--- config.mk ---
export PLATFORM = sky130hd
export DESIGN_NAME = jtag_chain_scan
export DESIGN_NICKNAME = d
export VERILOG_FILES = /design/src/rtl/jtag_scan_pkg.sv /design/src/rtl/jtag_tck_div.sv /design/src/rtl/jtag_id_parser.sv /design/src/rtl/jtag_tap_walker.sv /design/src/rtl/jtag_chain_scan.sv
export SDC_FILE = /design/constraint.sdc
export NUM_CORES = 1
export LEC_CHECK = 0
export ABC_AREA = 1
export CAP_MARGIN = 20
export CELL_PAD_IN_SITES_DETAIL_PLACEMENT = 2
export CELL_PAD_IN_SITES_GLOBAL_PLACEMENT = 2
export CORE_ASPECT_RATIO = 0.75
export CORE_MARGIN = 2
export CORE_UTILIZATION = 36
export DETAILED_ROUTE_END_ITERATION = 6
export GPL_ROUTABILITY_DRIVEN = 1
export GPL_TIMING_DRIVEN = 0
export PLACE_DENSITY = 0.95
export SYNTH_ARGS = -nofsm -noshare
export SYNTH_HDL_FRONTEND = slang
export SYNTH_SLANG_ARGS = --single-unit
--- constraint.sdc ---
create_clock -name clk -period 5.7 [get_ports clk]
set_input_delay 0.855 -clock clk [delete_from_list [all_inputs] [get_ports clk]]
set_output_delay 0.855 -clock clk [all_outputs]
set_load 0.03 [all_outputs]
--- src/rtl/jtag_scan_pkg.sv ---
package jtag_scan_pkg;
  localparam int unsigned ID_W = 32;

  typedef enum logic [3:0] {
    W_IDLE,
    W_RESET,
    W_TO_RTI,
    W_TO_SEL,
    W_TO_CAP,
    W_TO_SHIFT,
    W_SHIFT,
    W_TO_EXIT,
    W_TO_UPD,
    W_TO_PARK,
    W_PARK
  } walk_e;

  typedef struct packed {
    logic            bypass;
    logic [ID_W-1:0] code;
  } dev_word_t;
endpackage

--- src/rtl/jtag_tck_div.sv ---
module jtag_tck_div #(
  parameter int unsigned DIV_W = 8
) (
  input  logic             clk,
  input  logic             rst_n,
  input  logic             clr,
  input  logic             en,
  input  logic [DIV_W-1:0] half_period,
  output logic             tck,
  output logic             rise_ev,
  output logic             fall_ev
);
  logic [DIV_W-1:0] cnt;
  logic [DIV_W-1:0] lim;
  logic             hit;

  always_comb begin
    lim = (half_period == '0) ? '0 : half_period - 1'b1;
    hit = (cnt >= lim);
    rise_ev = en && hit && !tck;
    fall_ev = en && hit && tck;
  end

  always_ff @(posedge clk or negedge rst_n) begin
    if (!rst_n) begin
      cnt <= '0;
      tck <= 1'b0;
    end else if (clr) begin
      cnt <= '0;
    end else if (en) begin
      if (hit) begin
        cnt <= '0;
        tck <= ~tck;
      end else begin
        cnt <= cnt + 1'b1;
      end
    end
  end

  // the clock only moves while enabled
  a_r2_tck_needs_enable: assert property (@(posedge clk) disable iff (!rst_n)
    !$stable(tck) |-> $past(en));
endmodule

--- src/rtl/jtag_id_parser.sv ---
module jtag_id_parser #(
  parameter int unsigned ID_W = 32
) (
  input  logic            clk,
  input  logic            rst_n,
  input  logic            clr,
  input  logic            bit_en,
  input  logic            bit_in,
  output logic            dev_found,
  output logic            dev_bypass,
  output logic [ID_W-1:0] dev_code,
  output logic            end_found
);
  localparam int unsigned IW = $clog2(ID_W);

  logic            in_id;
  logic [IW-1:0]   idx;
  logic [ID_W-1:0] sh;
  logic [ID_W-1:0] sh_nxt;
  logic            last;
  logic            all_ones;

  always_comb begin
    sh_nxt     = {bit_in, sh[ID_W-1:1]};
    last       = in_id && (idx == IW'(ID_W - 1));
    all_ones   = &sh_nxt;
    dev_found  = bit_en && ((!in_id && !bit_in) || (last && !all_ones));
    end_found  = bit_en && last && all_ones;
    dev_bypass = !in_id;
    dev_code   = in_id ? sh_nxt : '0;
  end

  always_ff @(posedge clk or negedge rst_n) begin
    if (!rst_n) begin
      in_id <= 1'b0;
      idx   <= '0;
      sh    <= '0;
    end else if (clr) begin
      in_id <= 1'b0;
      idx   <= '0;
      sh    <= '0;
    end else if (bit_en) begin
      sh <= sh_nxt;
      if (!in_id) begin
        if (bit_in) begin
          in_id <= 1'b1;
          idx   <= IW'(1);
        end
      end else if (last) begin
        in_id <= 1'b0;
        idx   <= '0;
      end else begin
        idx <= idx + 1'b1;
      end
    end
  end

  // an end-of-chain field is never also a device
  a_r8_end_not_device: assert property (@(posedge clk) disable iff (!rst_n)
    end_found |-> !dev_found);
  // a zero lead bit outside a code is always a bypass device
  a_r7_zero_is_bypass: assert property (@(posedge clk) disable iff (!rst_n)
    (bit_en && !in_id && !bit_in) |-> (dev_found && dev_bypass));
endmodule

--- src/rtl/jtag_tap_walker.sv ---
module jtag_tap_walker
  import jtag_scan_pkg::*;
#(
  parameter int unsigned MAX_DEV     = 16,
  parameter int unsigned RESET_EDGES = 5,
  parameter int unsigned DIV_W       = 8,
  parameter int unsigned CNT_W       = $clog2(MAX_DEV + 1)
) (
  input  logic             clk,
  input  logic             rst_n,
  input  logic             start,
  input  logic [DIV_W-1:0] half_period,
  input  logic             rise_ev,
  input  logic             fall_ev,
  input  logic             dev_found,
  input  logic             dev_bypass,
  input  logic [ID_W-1:0]  dev_code,
  input  logic             end_found,
  input  logic             res_ready,
  output logic [DIV_W-1:0] hp_q,
  output logic             div_en,
  output logic             scan_clr,
  output logic             bit_en,
  output logic             busy,
  output logic             done,
  output logic             overflow,
  output logic [CNT_W-1:0] dev_count,
  output logic             res_valid,
  output dev_word_t        res_word,
  output logic             tms
);
  localparam int unsigned RW = $clog2(RESET_EDGES + 1);

  walk_e          state;
  logic [RW-1:0]  rst_cnt;
  logic           tms_nxt;

  always_comb begin
    case (state)
      W_RESET, W_TO_SEL, W_TO_EXIT, W_TO_UPD: tms_nxt = 1'b1;
      W_IDLE:                                 tms_nxt = tms;
      default:                                tms_nxt = 1'b0;
    endcase
    div_en   = busy && !res_valid;
    scan_clr = start && (state == W_IDLE);
    bit_en   = rise_ev && (state == W_SHIFT);
  end

  always_ff @(posedge clk or negedge rst_n) begin
    if (!rst_n) begin
      state     <= W_IDLE;
      rst_cnt   <= '0;
      busy      <= 1'b0;
      done      <= 1'b0;
      overflow  <= 1'b0;
      dev_count <= '0;
      res_valid <= 1'b0;
      res_word  <= '0;
      tms       <= 1'b1;
      hp_q      <= '0;
    end else begin
      if (res_valid && res_ready) res_valid <= 1'b0;
      if (state == W_IDLE) begin
        if (start) begin
          state     <= W_RESET;
          rst_cnt   <= '0;
          busy      <= 1'b1;
          done      <= 1'b0;
          overflow  <= 1'b0;
          dev_count <= '0;
          tms       <= 1'b1;
          hp_q      <= half_period;
        end
      end else if (rise_ev) begin
        case (state)
          W_RESET: begin
            if (rst_cnt == RW'(RESET_EDGES - 1)) state <= W_TO_RTI;
            else rst_cnt <= rst_cnt + 1'b1;
          end
          W_TO_RTI:   state <= W_TO_SEL;
          W_TO_SEL:   state <= W_TO_CAP;
          W_TO_CAP:   state <= W_TO_SHIFT;
          W_TO_SHIFT: state <= W_SHIFT;
          W_SHIFT: begin
            if (end_found) begin
              state <= W_TO_EXIT;
            end else if (dev_found) begin
              if (dev_count == CNT_W'(MAX_DEV)) begin
                overflow <= 1'b1;
                state    <= W_TO_EXIT;
              end else begin
                res_valid <= 1'b1;
                res_word  <= '{bypass: dev_bypass, code: dev_code};
                dev_count <= dev_count + 1'b1;
              end
            end
          end
          W_TO_EXIT: state <= W_TO_UPD;
          W_TO_UPD:  state <= W_TO_PARK;
          W_TO_PARK: state <= W_PARK;
          default:   state <= state;
        endcase
      end else if (fall_ev) begin
        tms <= tms_nxt;
        if (state == W_PARK) begin
          state <= W_IDLE;
          busy  <= 1'b0;
          done  <= 1'b1;
        end
      end
    end
  end

  // during a scan TMS moves only at a falling test clock edge
  a_r4_tms_on_fall: assert property (@(posedge clk) disable iff (!rst_n)
    (busy && $past(busy) && !$stable(tms)) |-> $past(fall_ev));
  // a pending result word holds until taken
  a_r9_hold_word: assert property (@(posedge clk) disable iff (!rst_n)
    (res_valid && !res_ready) |=> (res_valid && $stable(res_word)));
  // bypass entries carry a zero code
  a_r7_bypass_zero: assert property (@(posedge clk) disable iff (!rst_n)
    (res_valid && res_word.bypass) |-> (res_word.code == '0));
  // the count never exceeds the cap
  a_r10_count_cap: assert property (@(posedge clk) disable iff (!rst_n)
    dev_count <= CNT_W'(MAX_DEV));
  // done and busy are exclusive
  a_r11_done_excl: assert property (@(posedge clk) disable iff (!rst_n)
    !(busy && done));
endmodule

--- src/rtl/jtag_chain_scan.sv ---
module jtag_chain_scan
  import jtag_scan_pkg::*;
#(
  parameter int unsigned MAX_DEV     = 16,
  parameter int unsigned RESET_EDGES = 5,
  parameter int unsigned DIV_W       = 8,
  localparam int unsigned CNT_W      = $clog2(MAX_DEV + 1)
) (
  input  logic             clk,
  input  logic             rst_n,
  input  logic             start,
  input  logic [DIV_W-1:0] half_period,
  output logic             busy,
  output logic             done,
  output logic             overflow,
  output logic [CNT_W-1:0] dev_count,
  output logic             res_valid,
  input  logic             res_ready,
  output logic             res_bypass,
  output logic [ID_W-1:0]  res_code,
  output logic             tck,
  output logic             tms,
  output logic             tdi,
  input  logic             tdo
);
  logic [DIV_W-1:0] hp_q;
  logic             div_en;
  logic             scan_clr;
  logic             rise_ev;
  logic             fall_ev;
  logic             bit_en;
  logic             dev_found;
  logic             dev_bypass;
  logic [ID_W-1:0]  dev_code;
  logic             end_found;
  dev_word_t        res_word;

  assign tdi        = 1'b1;
  assign res_bypass = res_word.bypass;
  assign res_code   = res_word.code;

  jtag_tck_div #(.DIV_W(DIV_W)) u_div (
    .clk         (clk),
    .rst_n       (rst_n),
    .clr         (scan_clr),
    .en          (div_en),
    .half_period (hp_q),
    .tck         (tck),
    .rise_ev     (rise_ev),
    .fall_ev     (fall_ev)
  );

  jtag_id_parser #(.ID_W(ID_W)) u_parse (
    .clk        (clk),
    .rst_n      (rst_n),
    .clr        (scan_clr),
    .bit_en     (bit_en),
    .bit_in     (tdo),
    .dev_found  (dev_found),
    .dev_bypass (dev_bypass),
    .dev_code   (dev_code),
    .end_found  (end_found)
  );

  jtag_tap_walker #(
    .MAX_DEV     (MAX_DEV),
    .RESET_EDGES (RESET_EDGES),
    .DIV_W       (DIV_W),
    .CNT_W       (CNT_W)
  ) u_walk (
    .clk         (clk),
    .rst_n       (rst_n),
    .start       (start),
    .half_period (half_period),
    .rise_ev     (rise_ev),
    .fall_ev     (fall_ev),
    .dev_found   (dev_found),
    .dev_bypass  (dev_bypass),
    .dev_code    (dev_code),
    .end_found   (end_found),
    .res_ready   (res_ready),
    .hp_q        (hp_q),
    .div_en      (div_en),
    .scan_clr    (scan_clr),
    .bit_en      (bit_en),
    .busy        (busy),
    .done        (done),
    .overflow    (overflow),
    .dev_count   (dev_count),
    .res_valid   (res_valid),
    .res_word    (res_word),
    .tms         (tms)
  );

  // the test clock is frozen while a word waits
  a_r9_tck_frozen: assert property (@(posedge clk) disable iff (!rst_n)
    res_valid |=> $stable(tck));
  // the test clock rests low when idle
  a_r11_tck_parked: assert property (@(posedge clk) disable iff (!rst_n)
    !busy |-> !tck);
endmodule

==> results.md, run 1 <==
- Yosys cell types: 35
- CTS Hold Bufs: 0
- Reg2Reg Depth: 21
- Die width: 140.1 microns
- Synth cell count leaders: 226 x nand2_1, 103 x dfrtp_1, 74 x inv_1
- Post-cts sizing count: 0
- Antenna viol nets, final: 0
- Final Setup Violations: 0
- Final #Nets: 705
- Critical path endpoint category: register
- Vias in the first global route: 5098
- Lkg Pwr: about 0.0033 uW
- Clk sink count: 104
- Post-synth top area share: 0.5154
- Antenna violations before repair: 0
- Pwr dens: 272.2 nW/um^2
- Min-Delay Path Class: in2async
- Final min period: 3.500 ns
- Clock Tree Root: clkbuf_16
- Crit. Startpoint: u_walk.hp_q[0]
- Share of cells above drive strength 1: 0.06608
- Clock insertion delay at the later pin of the skew report: 0.36 ns
- Syn nets: 637
- Util after Layout: 0.4461
- Reg-to-reg slack, setup: about 2.2 ns
- Kind of critical path: reg2reg
- CTS Buf Count: 9
- Setup Skew: 0.008448 ns
- Via Count: 4416
- DRT iter0 DRCs: 187
- Synthesized area: 5001 sq um
- Routability cong.: 0.7674
- Top-count cell post-synth: nand2_1
- Vias per inst: 5.159
- Reg-to-reg endpoint: u_walk.state[1]
- H-tree depth: 3
- Peak VDD IR: 0.0001490 V
- Max cap viols: 0
- 1st-pass router iterations: 6
- Pre-CTS setup slack: 2.176 ns
- CORE AREA: 13660 sq um
- First-pass GRT wire length: 27.41 mm
- Largest fanout on the critical path: 6
- CP Data Arrival Time: 3.80 ns
- RSZ-0062 raised after global routing: no
- GRT Overall Usage: 0.2359
- CTS max path bufs: 2
- Rel. slew slack: 0.5833
- Initial core utilization: 0.3662
- Die footprint: 14860 sq um
- HPWL after detailed placement: 11.43 mm
- Top_reg_cell synth: dfrtp_1
- CTS tree: done
- Status: finished with violations
- Die H: about 110 microns
- Clock transition at path regs: about 0.080 ns
- Ranking of synthesized cells by area: dfrtp_1 52%, nand2_1 17%, inv_1 5.6%
- Hold_ws: 0.4765 ns
- Yosys warns: 0
- Post-DR wirelength/cell: 18.89 microns
- Final hold violations: 0
- Synth async-reset ratio: 1.000
- # rows: 37
- Yosys reg bits: 104
- Setup bufs post-CTS: 0
- Max Slew Vio Count: 0
- Worst Setup EP: u_walk.state[1]
- Total gr overflow: 0
- Area leader, netlist: dfrtp_1
- # port buffers: 56
- Top-level port count: 58
- Final WL: ~16 mm
- Mean Syn Cell Area: between 8 and 9 sq um
- Critical Path RT: 6.00 ns
- CP startpoint kind: register
- Post-synthesis sequential area ratio: 0.5206
- Fin crit share: 0.6140
- Max Fclk: roughly 0.29 GHz
- Area growth from synthesis to layout: 21.82%
- N_diodes: 0
- Cells after synthesis: 608
- Number of synthesized flops with an enable pin: 0
- Failing checks: design-rule violations
- Setup WS post-layout: 2.200 ns
- Least-Margin Pin Slew: 0.6185 ns
- Largest net degree at the start of global routing: 66
- RR Startpoint: u_walk.hp_q[0]
- DRC: 3
## how the worst min path moves through the flow
stage	end	start	slack, ns
finish	u_walk.res_word[16]	rst_n	0.48
global route	u_walk.res_word[13]	rst_n	0.50
CTS	u_walk.res_word[13]	rst_n	0.49
detailed placement	u_walk.res_word[8]	u_walk.res_word[8]	0.47
global placement	u_walk.res_word[15]	u_walk.res_word[15]	0.47
floorplan	u_parse.idx[4]	u_parse.idx[4]	0.46
## area by class of cell
class | count | area, sq um
multi-input combinational | 411 | 2017
tap | 175 | 219.0
buffer | 16 | 91.34
clock inverter | 7 | 61.31
clock buffer | 9 | 225.2
sequential | 104 | 2604
inverter | 77 | 289.0
fill | 1522 | 7565
timing repair buffer | 57 | 585.6
## state kept, by name, indices dropped and copies added, names as in the netlist
name              cells
u_parse.sh           31
u_parse.in_id         1
u_walk.rst_cnt        3
u_div.cnt             8
u_walk.tms            1
u_walk.res_valid      1
u_walk.dev_count      5
u_walk.res_word      33
u_walk.state          4
u_walk.hp_q           8
u_div.tck             1
u_walk.done           1
u_walk.overflow       1
u_walk.busy           1
u_parse.idx           5
## metal layers
| metal | wire length [microns] | share of wire | track usage | vias to the layer above |
|---|---|---|---|---|
| li1 | - | - | - | 2071 |
| met1 | 7097 | 0.44 | 0.2953 | 2277 |
| met2 | 8515 | 0.53 | 0.4293 | 51 |
| met3 | 342 | 0.021 | 0.03649 | 17 |
| met4 | 216 | 0.013 | 0.05988 | 0 |
| met5 | 0 | 0 | 0 | - |
## worst max-delay path, cell delays in order (launching register included)
cell and delay, ns:
dfrtp_1 0.39, inv_1 0.11, ha_1 0.19, nand2_1 0.06
inv_1 0.10, nand2_1 0.10, nor3_1 0.26, inv_1 0.15
nand3_1 0.12, ha_1 0.14, nand2_1 0.07, nor2_1 0.10
nor2_1 0.04, nand2_1 0.07, nand2_2 0.08, nand2_4 0.11
nand3_1 0.16, nor2_1 0.48, o211ai_1 0.33, nand2_1 0.24
nand2_1 0.07, nand2_1 0.06
## where the power goes
| part | switching (uW) | internal [uW] | total, uW |
|---|---|---|---|
| clock network | 315 | 306 | 622 |
| registers | 40.9 | 774 | 815 |
| logic | 134 | 87.6 | 221 |
## layout by cell type (no fill, tap or decap), types with 4 or more instances in the layout
| cell | instances |
|---|---|
| or2_2 | 5 |
| clkbuf_16 | 9 |
| nor2_1 | 37 |
| o22ai_1 | 31 |
| nand4_1 | 10 |
| dfrtp_1 | 103 |
| a21oi_1 | 11 |
| ha_1 | 16 |
| o21ai_0 | 28 |
| xor2_1 | 7 |
| inv_1 | 74 |
| nor3_1 | 4 |
| nand2_1 | 226 |
| clkbuf_1 | 7 |
| nand3_1 | 17 |
| clkdlybuf4s50_1 | 55 |
| buf_2 | 4 |
## stage by stage
| stage | total power, uW | cell area, sq um | TNS [ns] | instances |
|---|---|---|---|---|
| final | 1658 | 6092 | 0 | 856 |
| after global routing | 1741 | 6092 | 0 | 856 |
| after CTS | 1675 | 6092 | 0 | 856 |
| after detailed placement | 1048 | 5806 | 0 | 840 |
| after global placement | 1014 | 5781 | -22.05 | 839 |
| after floorplan | 955.0 | 5001 | 0 | 608 |
## logic make-up after synthesis
group,synth area share
flip-flops,0.5206
other,0.0007498
XOR/XNOR,0.01401
adder cells (fa/ha/maj),0.04003
AO/OA/AOI/OAI,0.09032
AND/OR/NAND/NOR,0.2582
buffers and inverters,0.07606
Power figures use the tool's default switching activity.
==> inputs of run 2 (changes only) <==
- CORE_UTILIZATION: 36 -> 30
- PLACE_DENSITY: 0.95 -> 0.86
- clock period: 5.7 -> 3.2 ns (I/O delays scaled with it)
==> run 2 against run 1 <==
The run now ends clean. Design area grew 6.0%. First-iteration DRC count fell by 16%. Maximum frequency increased by 15%. Routed wire length increased by 1.5%. Via count is 0.32% lower.
==> results.md, run 2 (synthesis results as in run 1) <==
- Max reg flops: 33
- Lkg Pwr: 0.003425 uW
- CP Data Arrival Time: 3.36 ns
- 1st-pass router iterations: 4
- Top layer in use: met4
- CTS Buf Count: 9
- Worst Setup EP: u_walk.res_word[4]
- Critical path endpoint category: register
- Reg-to-reg endpoint: u_walk.res_word[4]
- Final min period: 3.049 ns
- Vias in the first global route: 5140
- Final-layout fill cell count: 1826
- Slowest stage delay, CP: roughly 0.41 ns
- RR Startpoint: u_walk.hp_q[0]
- Least-Margin Pin Slew: around 0.70 ns
- Metal2 WL: 8.436 mm
- Top-level port count: 58
- Pwr dens: 478.9 nW/um^2
- CTS max path bufs: 2
- WL met1: 7.176 mm
- DRC: 0
- Slowest cell on the critical path: dfrtp_1
- Final #Nets: 719
- Min-Delay Path Class: in2async
- Reg-to-reg slack, setup: 0.15 ns
- Post-DR wirelength/cell: 18.13 microns
- CP startpoint kind: register
- Final hold violations: 0
- Biggest register: u_walk.res_word
- Max cap viols: 0
- Hold_ws: 0.1668 ns
- Max Slew Vio Count: 0
- Clock transition at path regs: 0.08 ns
- Total gr overflow: 0
- Multi-input logic area: ~2200 sq um
- Final TNS setup: 0 ns
- Crit. Startpoint: u_walk.hp_q[0]
- DRT iter0 DRCs: 157
- Via Count: 4402
- Top Registers: u_walk.res_word: 33 flops, u_parse.sh: 31 flops
- First-pass GRT wire length: 26.20 mm
- CTS Hold Bufs: 0
- Peak VDD IR: around 0.00024 V
- Clock Tree Root: clkbuf_16
- Fin area: 6456 sq um
- FF/Latch Area: approximately 2600 sq um
- Antenna viol nets, final: 0
- Rel. slew slack: 0.5345
- Clock insertion delay at the later pin of the skew report: 0.37 ns
- # port buffers: 56
- Routability cong.: 0.7829
- Kind of critical path: reg2reg
- Clk sink count: 104
- Die footprint: approximately 18000 sq um
- GRT Overall Usage: 0.1857
- DR WL met3: approximately 550 microns
- Area growth from synthesis to layout: 29.10%
- Initial core utilization: 0.3094
- Critical path's most frequent cell: nand2_1
- CORE AREA: 16170 sq um
- Reg2Reg Depth: 22
- Leading cell type in the layout, fill and taps excluded: nand2_1
- HPWL after detailed placement: 11.16 mm
- Final WL: 16.41 mm
- Final Setup Violations: 0
- Share of cells above drive strength 1: 0.1295
- Most frequent cells in the layout: 222 x nand2_1, 102 x dfrtp_1, 70 x inv_1, 55 x clkdlybuf4s50_1
- Crit-path cells: inv_2 -> ha_4 -> nand2_1 -> inv_2 -> nand2_2 -> nor3_4 -> nor2_1 -> ha_1 -> nand2_1 -> nor2_2 -> nor2_1 -> nand2_2 -> nand2_2 -> nand2_4 -> nand4_4 -> nor2_8 -> nand2_8 -> nor2_4 -> buf_12 -> buf_6 -> nand2_1 -> nand2_1
- Fin crit share: 0.9530
- Antenna violations before repair: 0
- Util after Layout: 0.3994
- # rows: 40
- Status: finished clean
- CTS tree: done
- Vias per inst: 4.864
- Die width: 153.1 microns
- Setup Skew: between 0.01 and 0.015 ns
- Critical Path RT: roughly 3.5 ns
- Largest net degree at the start of global routing: 57
- Die H: 115.8 microns
- Placed instance area: 5849 sq um
- N_diodes: 0
- Largest fanout on the critical path: 9
- Max Fclk: 0.3279 GHz
- H-tree depth: 3
-- run 2: changes by cell type in the layout (fill, tap and decap cells not counted), sizes merged --
| cell | delta |
|---|---|
| buf | +14 |
| bufinv | +1 |
| clkinvlp | -1 |
-- run 2: worst min path at each step --
stage | startpoint | endpoint | slack [ns] | cells after the start
2_1_floorplan | rst_n | u_div.cnt[0] | 0.18 | 0
3_3_place_gp | u_walk.res_word[31] | u_walk.res_word[31] | 0.47 | 2
3_5_place_dp | u_walk.res_word[5] | u_walk.res_word[5] | 0.47 | 2
4_1_cts | rst_n | u_parse.in_id | 0.19 | 1
5_1_grt | rst_n | u_walk.res_word[26] | 0.21 | 1
6_report | rst_n | u_walk.res_word[26] | 0.17 | 1
-- run 2: layout make-up --
class / count / area share
buffer: 16 / 0.01531
clock buffer: 9 / 0.03488
clock inverter: 7 / 0.01473
inverter: 77 / 0.04477
multi-input combinational: 411 / 0.3355
sequential: 104 / 0.4035
tap: 210 / 0.04070
timing repair buffer: 71 / 0.1107
-- run 2: power breakdown --
| part | internal (uW) | switching, uW | total (uW) |
|---|---|---|---|
| Clock | 635 | 570 | 1200 |
| Combinational | 172 | 254 | 426 |
| Sequential | 1380 | 82.4 | 1460 |
-- run 2: what timing repair did --
item	4_1_cts	5_1_grt
endpoints found under the setup margin	80	87
buffers inserted	3	8
gates cloned	0	3
resized for setup	11	41
pin swaps	3	13
-- run 2: critical path: cells and delay by family (launching register included) --
family | cells | cell delay (ns)
adder cells (fa/ha/maj) | 2 | 0.43
buffers and inverters | 4 | 0.44
AND/OR/NAND/NOR | 16 | 1.71
flip-flops | 1 | 0.41
-- run 2: per-stage QoR --
stage | total power (uW) | setup WS [ns] | cells
2_1_floorplan | 1701 | 0.6062 | 608
3_5_place_dp | 1869 | -0.4589 | 875
6_report | 3092 | 0.1505 | 905
3_3_place_gp | 1809 | -2.399 | 874
5_1_grt | 3247 | -0.07488 | 905
4_1_cts | 3080 | 0.0003602 | 894
-- run 2: per-layer routing --
metal	GRT usage	vias to the layer above
li1	-	2088
met1	0.2250	2217
met2	0.3384	75
met3	0.03478	22
met4	0.05864	0
met5	0	-
==> inputs of run 3 (changes only) <==
- CORE_MARGIN: 2 -> 3
==> run 3 against run 2 <==
Routed wire length up 2.2%. Design area barely moved. Final cell count is 0.55% higher. Combinational power shrank 6.3%. Non-clock buffer count grew 5. Utilization hardly changed. Sequential share of layout area hardly changed. Power down 3.6%. Highest routed layer unchanged.
==> results.md, run 3 (synthesis results as in run 1) <==
- Status: finished clean
- CTS max path bufs: 2
- CP startpoint kind: register
- H-tree depth: 3
- Final WL: 16.76 mm
- CORE AREA: between 15000 and 20000 sq um
- CTS Hold Bufs: 0
- Final Setup Violations: 0
- Reg2Reg Depth: 20
- Antenna viol nets, final: 0
- Final-layout fill cell count: 1829
- # port buffers: 56
- Least-Margin Pin Slew: between 0.6 and 0.7 ns
- Largest fanout on the critical path: 6
- Pwr dens: approximately 460 nW/um^2
- N_diodes: 0
- Final #Nets: a little over 700
- Top Registers: u_walk.res_word: 33 flops, u_parse.sh: 31 flops
- DRT iter0 DRCs: 166
- CP Data Arrival Time: approximately 3.4 ns
- # rows: 40
- Min-Delay Path Class: in2async
- Worst path top cell family by delay: simple AND/OR/NAND/NOR gates
- DRC: 0
- Clock Tree Root: clkbuf_16
- Vias in the first global route: 4991
- 1st-pass router iterations: 4
- Final hold violations: 0
- Top-level port count: 58
- Biggest register: u_walk.res_word
- Critical path's most frequent cell: nand2_1
- Share of cells above drive strength 1: 0.1214
- Placed instance area: 5849 sq um
- Final min period: 3.117 ns
- Max Slew Vio Count: 0
- Critical path endpoint category: register
- Lkg Pwr: 0.003452 uW
- Slowest stage delay, CP: slightly above 0.4 ns
- Slowest cell on the critical path: dfrtp_1
- Crit path depth: 20
- Most frequent cells in the layout: 225 x nand2_1, 103 x dfrtp_1, 71 x inv_1, 55 x clkdlybuf4s50_1, 34 x nor2_1
- Antenna violations before repair: 0
- Die width: between 150 and 200 microns
- Max Fclk: 0.3208 GHz
- Max cap viols: 0
- Total gr overflow: 0
- RR Startpoint: u_walk.hp_q[0]
- Crit. Startpoint: u_walk.hp_q[0]
- Post-DR wirelength/cell: 18.42 microns
- Die footprint: 18270 sq um
- CP Buf/Inv Count: 2
- Initial core utilization: 0.3094
- Via Count: about 4500
- Area growth from synthesis to layout: 29.12%
- Clk sink count: between 100 and 150
- Critical Path RT: approximately 3.5 ns
- First-pass GRT wire length: 25.90 mm
- Leading cell type in the layout, fill and taps excluded: nand2_1
- Rel. slew slack: 0.5974
- Crit-path cells: inv_2 -> ha_4 -> nand2_1 -> inv_2 -> nand2_4 -> nor3_4 -> nor2_2 -> ha_1 -> nand2_1 -> nor2_1 -> nor2_1 -> nand2_1 -> nand2_2 -> nand2_4 -> nand3_4 -> nor2_4 -> o211ai_1 -> nand2_1 -> nand2_1 -> nand2_1
- Kind of critical path: reg2reg
- Largest net degree at the start of global routing: 72
- CTS tree: done
- Fin crit share: 0.9741
- HPWL after detailed placement: 11.05 mm
- Routability cong.: 0.7857
- Vias per inst: around 5
- CTS Buf Count: 9
- Clock insertion delay at the later pin of the skew report: ~0.37 ns
- Max reg flops: 33
- Fin area: between 6000 and 7000 sq um
- Setup Skew: 0.01543 ns
- Clock transition at path regs: 0.09 ns
- Die H: 117.8 microns
- GRT Overall Usage: 0.1739
- Pwr Total: 2981 uW
- Peak VDD IR: about 0.00026 V
run 3: worst paths after layout:
| kind | endpoint | slack [ns] |
|---|---|---|
| max reg2reg | u_walk.state[0] | 0.08 |
| max | u_walk.state[0] | 0.08 |
| min in group clk | u_walk.res_word[25] | 0.48 |
| max in group asynchronous | u_walk.tms | 2.36 |
| min | u_walk.res_word[21] | 0.08 |
| min reg2reg | u_walk.res_word[25] | 0.48 |
run 3: power by group:
part           internal, uW  leakage (uW)  switching, uW
sequential             1380       0.00123           81.6
clock                   551      0.000146            570
combinational           166       0.00207            233
total                  2100       0.00345            885
run 3: cell type report:
cell class,instances,area (sq um),area share
buffer,15,93.84,0.01453
clock buffer,9,225.2,0.03488
sequential,104,2604,0.4032
timing repair buffer,77,768.2,0.1190
clock inverter,7,67.56,0.01046
multi-input combinational,411,2147,0.3325
inverter,77,289.0,0.04476
tap,210,262.8,0.04069
run 3: what timing repair did:
item                       CTS  global route
buffers inserted             4            13
gates resized for setup      9            30
setup endpoints to repair   67            81
pin swaps                    2             9
gates cloned                 0             3
run 3: stage by stage:
| stage | setup slack (ns) | setup TNS [ns] | cells | hold slack (ns) | util |
|---|---|---|---|---|---|
| 2_1_floorplan | 0.6062 | 0 | 608 | 0.1844 | - |
| 3_3_place_gp | -2.482 | -256.16 | 874 | 0.4641 | 0.3603 |
| 3_5_place_dp | -0.2596 | -8.291 | 875 | 0.4685 | 0.3618 |
| 4_1_cts | 0.003830 | 0 | 895 | 0.09641 | 0.3832 |
| 5_1_grt | -0.1541 | -5.546 | 910 | 0.1118 | 0.3995 |
| 6_report | 0.08274 | 0 | 910 | 0.07659 | 0.3995 |
run 3: routing by layer:
layer / GRT usage / wire, microns / part of all wire
met3: 0.03749 / 526 / 0.031
met2: 0.2967 / 8636 / 0.52
met4: 0.03916 / 235 / 0.014
met5: 0 / 0 / 0
met1: 0.2267 / 7366 / 0.44
